File: src/rtl/flash_wstat_gen.sv
module flash_wstat_gen #(
  parameter int SECT_W     = 3,
  parameter int WIN_CYCLES = 2500
) (
  input  logic              clk,
  input  logic              rst_n,
  input  logic              prog_start,
  input  logic              wr_msb,
  input  logic              sect_erase_cmd,
  input  logic [SECT_W-1:0] se_sect,
  input  logic              chip_erase_start,
  input  logic              op_done,
  input  logic              time_limit_hit,
  input  logic              susp_req,
  input  logic              resume_req,
  input  logic              clear_op,
  input  logic              rd_stb,
  input  logic [SECT_W-1:0] rd_sect,
  input  logic [7:0]        array_data,
  output logic [7:0]        rd_data
);
  localparam int NSECT = 1 << SECT_W;
  localparam int CNT_W = $clog2(WIN_CYCLES + 1);
  localparam logic [CNT_W-1:0] CNT_LOAD = CNT_W'(WIN_CYCLES - 1);

  typedef enum logic [2:0] {S_IDLE, S_PROG, S_WIN, S_ERASE, S_SUSP} st_t;

  st_t              state;
  logic             tog, fail, pbit;
  logic [NSECT-1:0] mask;
  logic [CNT_W-1:0] cnt;

  wire busy    = (state == S_PROG) || (state == S_WIN) || (state == S_ERASE);
  wire in_susp = (state == S_SUSP) && mask[rd_sect];

  always_ff @(posedge clk or negedge rst_n) begin
    if (!rst_n) begin
      state <= S_IDLE;
      fail  <= 1'b0;
      pbit  <= 1'b0;
      mask  <= '0;
      cnt   <= '0;
    end else if (clear_op) begin
      state <= S_IDLE;
      fail  <= 1'b0;
      mask  <= '0;
      cnt   <= '0;
    end else begin
      case (state)
        S_IDLE: begin
          if (prog_start) begin
            state <= S_PROG;
            pbit  <= wr_msb;
          end else if (chip_erase_start) begin
            state <= S_ERASE;
            mask  <= '1;
          end else if (sect_erase_cmd) begin
            state <= S_WIN;
            mask  <= NSECT'(1) << se_sect;
            cnt   <= CNT_LOAD;
          end
        end
        S_PROG: begin
          if (time_limit_hit) fail <= 1'b1;
          else if (op_done && !fail) state <= S_IDLE;
        end
        S_WIN: begin
          if (sect_erase_cmd) begin
            mask <= mask | (NSECT'(1) << se_sect);
            cnt  <= CNT_LOAD;
          end else if (cnt == '0) begin
            state <= S_ERASE;
          end else begin
            cnt <= cnt - 1'b1;
          end
        end
        S_ERASE: begin
          if (time_limit_hit) fail <= 1'b1;
          else if (op_done && !fail) begin
            state <= S_IDLE;
            mask  <= '0;
          end else if (susp_req && !fail) state <= S_SUSP;
        end
        S_SUSP: if (resume_req) state <= S_ERASE;
        default: state <= S_IDLE;
      endcase
    end
  end

  always_ff @(posedge clk or negedge rst_n) begin
    if (!rst_n)                        tog <= 1'b0;
    else if (clear_op)                 tog <= 1'b0;
    else if (rd_stb && (busy || in_susp)) tog <= ~tog;
  end

  always_comb begin
    rd_data = array_data;
    if (busy) begin
      rd_data[7] = (state == S_PROG) ? ~pbit : 1'b0;
      rd_data[6] = tog;
      rd_data[5] = fail;
      rd_data[3] = (state == S_ERASE);
    end else if (in_susp) begin
      rd_data[7] = 1'b1;
      rd_data[6] = tog;
      rd_data[5] = 1'b0;
      rd_data[3] = 1'b0;
    end
  end

  p_idle_pass_r1: assert property (@(posedge clk) disable iff (!rst_n)
    state == S_IDLE |-> rd_data == array_data);
  p_toggle_r3: assert property (@(posedge clk) disable iff (!rst_n)
    (rd_stb && busy && !clear_op) |=> tog != $past(tog));
  p_win_expire_r5: assert property (@(posedge clk) disable iff (!rst_n)
    (state == S_WIN && cnt == '0 && !sect_erase_cmd && !clear_op) |=> state == S_ERASE);
  p_win_rearm_r6: assert property (@(posedge clk) disable iff (!rst_n)
    (state == S_WIN && sect_erase_cmd && !clear_op) |=> (state == S_WIN && cnt == CNT_LOAD));
  p_locked_r7: assert property (@(posedge clk) disable iff (!rst_n)
    (state == S_ERASE && !clear_op && !op_done) |=> $stable(mask));
  p_chip_all_r8: assert property (@(posedge clk) disable iff (!rst_n)
    (state == S_IDLE && chip_erase_start && !prog_start && !clear_op) |=> (state == S_ERASE && &mask));
  p_fail_sticky_r9: assert property (@(posedge clk) disable iff (!rst_n)
    (fail && !clear_op) |=> fail);
endmodule

File: config.mk
export PLATFORM = sky130hd
export DESIGN_NAME = flash_wstat_gen
export DESIGN_NICKNAME = d
export VERILOG_FILES = /design/src/rtl/flash_wstat_gen.sv
export SDC_FILE = /design/constraint.sdc
export NUM_CORES = 1
export LEC_CHECK = 0
export CORE_UTILIZATION = 48
export CTS_BUF_LIST = sky130_fd_sc_hd__clkbuf_2 sky130_fd_sc_hd__clkbuf_4 sky130_fd_sc_hd__clkbuf_8
export DETAILED_ROUTE_END_ITERATION = 10
export GPL_ROUTABILITY_DRIVEN = 0
export PLACE_DENSITY = 0.8
export SYNTH_ARGS = -nofsm -noshare
export SYNTH_HDL_FRONTEND = slang
export SYNTH_SLANG_ARGS = --single-unit
File: constraint.sdc
create_clock -name clk -period 1.95 [get_ports clk]
set_input_delay 0.39 -clock clk [delete_from_list [all_inputs] [get_ports clk]]
set_output_delay 0.39 -clock clk [all_outputs]
set_load 0.01 [all_outputs]
[Yosys cells after proc, flatten, opt, wreduce, memory -nomap -nowiden]
Cells that the tools add are included.
Cells by class
  bitwise logic cells: 4
  mux-type cells: 40
  reductions and logical operators: 21
  $lt $le $gt $ge: 1
  shift operators: 1
  equal/unequal tests: 19
  add/sub/neg operators: 1
Operator list (number)
  12-bit 2-to-1 mux: 6
  8-bit 2-to-1 mux: 7
  3-bit 2-to-1 mux: 14
  3-bit inequality test (second input constant): 8
  12-bit one-hot mux with 2 select lines: 1
  8-bit one-hot mux with 3 select lines: 1
  3-bit one-hot mux with 5 select lines: 1
  12-bit logical NOT: 1
  12-bit by 1-bit subtractor with 12-bit output (second input constant): 1
  1-bit 2-to-1 mux: 9
  3-bit by 2-bit inequality test with 1-bit output (second input constant): 3
  4-bit inequality test (second input constant): 2
  8-bit OR: 1
  8-bit AND reduction: 1
  1-bit by 3-bit left shift with 8-bit output (first input constant): 1
  3-bit by 2-bit equality test with 1-bit output (second input constant): 2
  6-bit AND reduction: 1
  2-bit nonzero test: 3
  5-bit inequality test (second input constant): 1
  5-bit AND reduction: 1
  1-bit logical AND: 4
  3-bit by 4-bit < comparator with 1-bit output (second input constant): 1
  4-bit by 2-bit inequality test with 1-bit output (second input constant): 1
  4-bit nonzero test: 1
  11 further kinds: 15
Storage, ports and cells
  register bits: 26
  word-level logic and storage cells: 93
  input port bits: 26
  output and inout port bits: 8

[Longest topological paths before layout]
  depth in word-level cells: 7
  gate-level depth with buffers: 8
  mapped depth without buffers: 7

[Worst setup path after synthesis]
Ideal clock, no wire load.
  path kind: reg-to-output
  start: reg state[0]
  end: out rd_data[6]
  path buffers: 1
  cell stages (with the launch flop): 7
  required time: 1.560 ns
  setup slack: -0.141 ns
  arrival time: 1.701 ns
  cell sequence: dfrtp_1 -> buf_6 -> nor2_1 -> nand2_1 -> a2111oi_4 -> nor2_2 -> mux2_1
On the way
  longest elaborated chain between the ends: 4
  elaborated cells on any way between the ends: 9
  those cells by class: eq/ne (4); mux (2); reduce/logical (3)
Ends and longest elaborated chain
  start: declaration: RTL line 28  | st_t state;
  start signal: assignment: RTL line 38  | state <= S_IDLE;
  start signal: assignment: RTL line 44  | state <= S_IDLE;
  start signal: assignment: RTL line 52  | state <= S_PROG;
  3-bit equality test (tied with other cells): RTL line 34  | wire in_susp = (state == S_SUSP) && mask[rd_sect];
  1-bit logical AND / 1-bit logical OR (equally long branches): RTL line 34, 33
  3-bit 2-to-1 mux / 1-bit logical OR (equally long branches): RTL line 103, 33
  3-bit 2-to-1 mux *: RTL line 98  | if (busy) begin
  end: declaration: RTL line 20  | output logic [7:0] rd_data
Every way passes the cells marked *; elsewhere a longest branch is shown, timed or not.

[Final worst setup path]
  start: reg mask[6]
  end: out rd_data[6]
On the way
  longest elaborated chain between the ends: 5
Ends and longest elaborated chain
  start: declaration: RTL line 30  | logic [NSECT-1:0] mask;
  start signal: assignment: RTL line 59  | mask <= NSECT'(1) << se_sect;
  start signal: assignment: RTL line 69  | mask <= mask | (NSECT'(1) << se_sect);
  1-bit binary-select mux with 3-bit select: RTL line 34
  1-bit 2-to-1 mux (implied by the code): RTL line 34
  1-bit logical AND: RTL line 34
  3-bit 2-to-1 mux: RTL line 103  | end else if (in_susp) begin
  3-bit 2-to-1 mux: RTL line 98
Every way passes these cells. The select of a mux whose other input is x is not followed.

==> impl_metrics.json <==
{
  "synth_warnings": 0,
  "crit-reg2reg-launch": "cnt[1]",
  "destination_of_the_critical_timing_path": "rd_data[6]",
  "ctsLongestPathBuffers": 2,
  "yosysTopAreaCellShare": 0.375,
  "crit_path_start": "mask[6]",
  "mostFrequentLayoutCells": "sky130_fd_sc_hd__buf_4 (49), sky130_fd_sc_hd__dfrtp_1 (26), sky130_fd_sc_hd__clkdlybuf4s50_1 (18)",
  "critical_path_peak_fanout": 3,
  "initialDrtViolationCount": 140,
  "multi_input_combinational_cell_area_um2": 1050,
  "crit_path_top_delay_cell": "sky130_fd_sc_hd__mux4_2",
  "ys_seq_area_frac": 0.375,
  "insertion_delay_ps": 310,
  "cts_made_buffers": 3,
  "fmax_mhz": 418,
  "leakagePower_nw": 1.10,
  "port_buffers": 25,
  "holdBufCountCts": 0,
  "worst-slew-pin-transition_ps": 389,
  "h-tree-depth": 1,
  "outcome": "finished, violations left",
  "finalMaxSlewViolations": 0,
  "count_of_fill_cells_added_during_filler_insertion": 244,
  "final_design_area_no_fill_um2": 2430,
  "setup-tns-final_ps": -1380,
  "dieWidth_um": 62.2,
  "detail_route.vias_per_cell": 5.62,
  "timing.clock.skew_ps": 4.87,
  "drcViolationCount": 0,
  "hpwlAfterDp_um": 3290,
  "post-place-ws_ps": -1080,
  "ys_ff_latch": 26,
  "rr_worst_depth": 8,
  "count_of_flip_flops_with_a_built_in_enable_after_synthesis": 0,
  "worstHoldPathType": "in -> async",
  "synth.net_count": 222,
  "setup_viol_count_final": 4,
  "gr-usage-all-layers": 0.243,
  "final.setup.worst_slack_ps": -440,
  "drv.max_cap_violation_count": 0,
  "clock_sinks": 26,
  "ys.flop_type": "sky130_fd_sc_hd__dfrtp_1",
  "netlist_area_um2": 1740,
  "post_synth_num_cell_types": 50,
  "power_density_nw_per_um2": 1050,
  "violations": "setup timing",
  "cts_tree": "yes",
  "first_global_vias": 1729,
  "placement.cell_area_um2": 2300,
  "rsz0062_at_grt": "true",
  "start_util": 0.512,
  "row_count": 21,
  "die_area_um2": 3860,
  "core_um2": 3390,
  "grt_overflow": 0,
  "timing.critical_path.to_type": "output pin",
  "routed-via-count": 1726,
  "reg2reg_slack_ps": 90,
  "worstPathArrival_ps": 2000,
  "route.detailed.wl_per_inst_um": 14.3,
  "detail_route.wirelength_um": 4400,
  "areaGrowthSynthToFinish_pct": 40.1,
  "synth_largest_area_cell": "sky130_fd_sc_hd__dfrtp_1",
  "clk_transition_reported_paths_ps": 140,
  "grt_pass1_wl_um": 7620,
  "period_minus_slack_ps": 2390,
  "r2r_end": "cnt[4]",
  "max_stage_delay_ps": 490,
  "drt-pass1-iter-count": 4,
  "antenna_found_initial": 0,
  "final_common_cell": "sky130_fd_sc_hd__buf_4",
  "slew-limit-headroom": 0.740,
  "cells_along_the_critical_path": "mux4_2 > nor2b_4 > a2111oi_4 > nor2_2 > mux2_4 > buf_6",
  "peakVddDrop_uv": 478,
  "final_antenna_net_count": 0,
  "timing.critical_path.from_type": "flip-flop",
  "ratio_of_cells_with_drive_above_1_in_the_final_layout": 0.307,
  "die_h_um": 62.2,
  "critPathKind": "reg -> out",
  "design.final.nets": 290,
  "postSynthAreaPerCell_um2": 8.95,
  "asyncSetResetFlopFracSynth": 1.00,
  "seq_area_um2": 651,
  "yosys-top-cells-area": "sky130_fd_sc_hd__dfrtp_1 (37%), sky130_fd_sc_hd__o21ai_0 (4.3%), sky130_fd_sc_hd__a22o_1 (4.0%)",
  "grt_start_max_net_pins": 27,
  "fin_crit_sh": 1.23,
  "cts_root_buffer": "sky130_fd_sc_hd__clkbuf_4",
  "post_synth_inst_count": 194,
  "antennaDiodeCount": 0,
  "io_pins": 34,
  "worst_ep_required_time_ps": 1560,
  "hold_viol": 0
}
-- flip-flops by register name, indices dropped and copies added, names as in the netlist --
signal / cells
cnt: 12
fail: 1
mask: 8
pbit: 1
state: 3
tog: 1
-- how the worst min path moves through the flow --
stage | from | end | slack (ps) | cells past startpoint
2_1_floorplan | rst_n | cnt[0] | 90 | 0
3_3_place_gp | pbit | pbit | 510 | 1
3_5_place_dp | pbit | pbit | 520 | 1
4_1_cts | rst_n | state[1] | 430 | 2
5_1_grt | rst_n | state[2] | 470 | 2
6_report | rst_n | state[1] | 430 | 2
-- critical path: cells and delay by family, from the launching register on --
kind | cells | cell delay (ps)
AOI/OAI and AO/OA | 1 | 60
buffers and inverters | 1 | 120
and+or+nand+nor | 2 | 290
muxes | 2 | 810
DFF | 1 | 410
-- logic make-up after synthesis --
group | count (synthesis) | share of synthesized area
AND/OR/NAND/NOR | 74 | 0.239
multiplexers | 5 | 0.0382
flip-flops | 26 | 0.375
buffers and inverters | 20 | 0.0576
AO/OA/AOI/OAI | 67 | 0.276
adder cells (fa/ha/maj) | 2 | 0.0144
-- power breakdown --
group,leakage [nW],internal (mW),switching (mW)
logic,0.733,0.760,0.707
clock network,0.0210,0.114,0.155
registers,0.343,0.686,0.126
-- through the flow --
| stage | utilization | hold slack, ps | std cells | power [mW] |
|---|---|---|---|---|
| after floorplan | - | 94.4 | 194 | 1.59 |
| after global placement | 0.678 | 509 | 295 | 2.13 |
| after detailed placement | 0.678 | 522 | 295 | 2.18 |
| after CTS | 0.706 | 426 | 305 | 2.49 |
| after global routing | 0.718 | 467 | 307 | 2.74 |
| final | 0.718 | 428 | 307 | 2.55 |
-- timing repair --
action | in CTS | in global routing
cloned | 0 | 0
pin swaps | 4 | 3
endpoints found under the setup margin | 4 | 8
setup buffers | 6 | 2
resized for setup | 26 | 8
-- synth_stat cells (all sizes together), types with 2 or more instances --
cell / instances
o32ai: 2
nor4: 2
mux2: 3
o22ai: 6
and4: 2
or3: 8
o31ai: 3
o21a: 4
dfrtp: 26
a21oi: 11
ha: 2
inv: 9
o41ai: 2
a21o: 4
nand2: 17
a31oi: 3
buf: 8
o21ai: 15
clkbuf: 3
a211oi: 3
nor2b: 3
nand4: 2
nand2b: 5
a22o: 8
nor2: 16
nor3b: 5
nor3: 8
-- cell type report --
type	instances	area share
flip-flops and latches	26	0.267
clock buffers	4	0.0149
multi-input cells	148	0.431
repair buffers	74	0.249
well taps	46	0.0237
inverters	9	0.0139
-- per-layer routing --
metal  share of wire  up-vias  track usage
met5               0        -            0
met4          0.0091        0       0.0640
met3           0.053        4       0.0221
met2            0.49       58        0.430
met1            0.44      798        0.317
li1                -      866            -
Power figures use the tool's default switching activity.
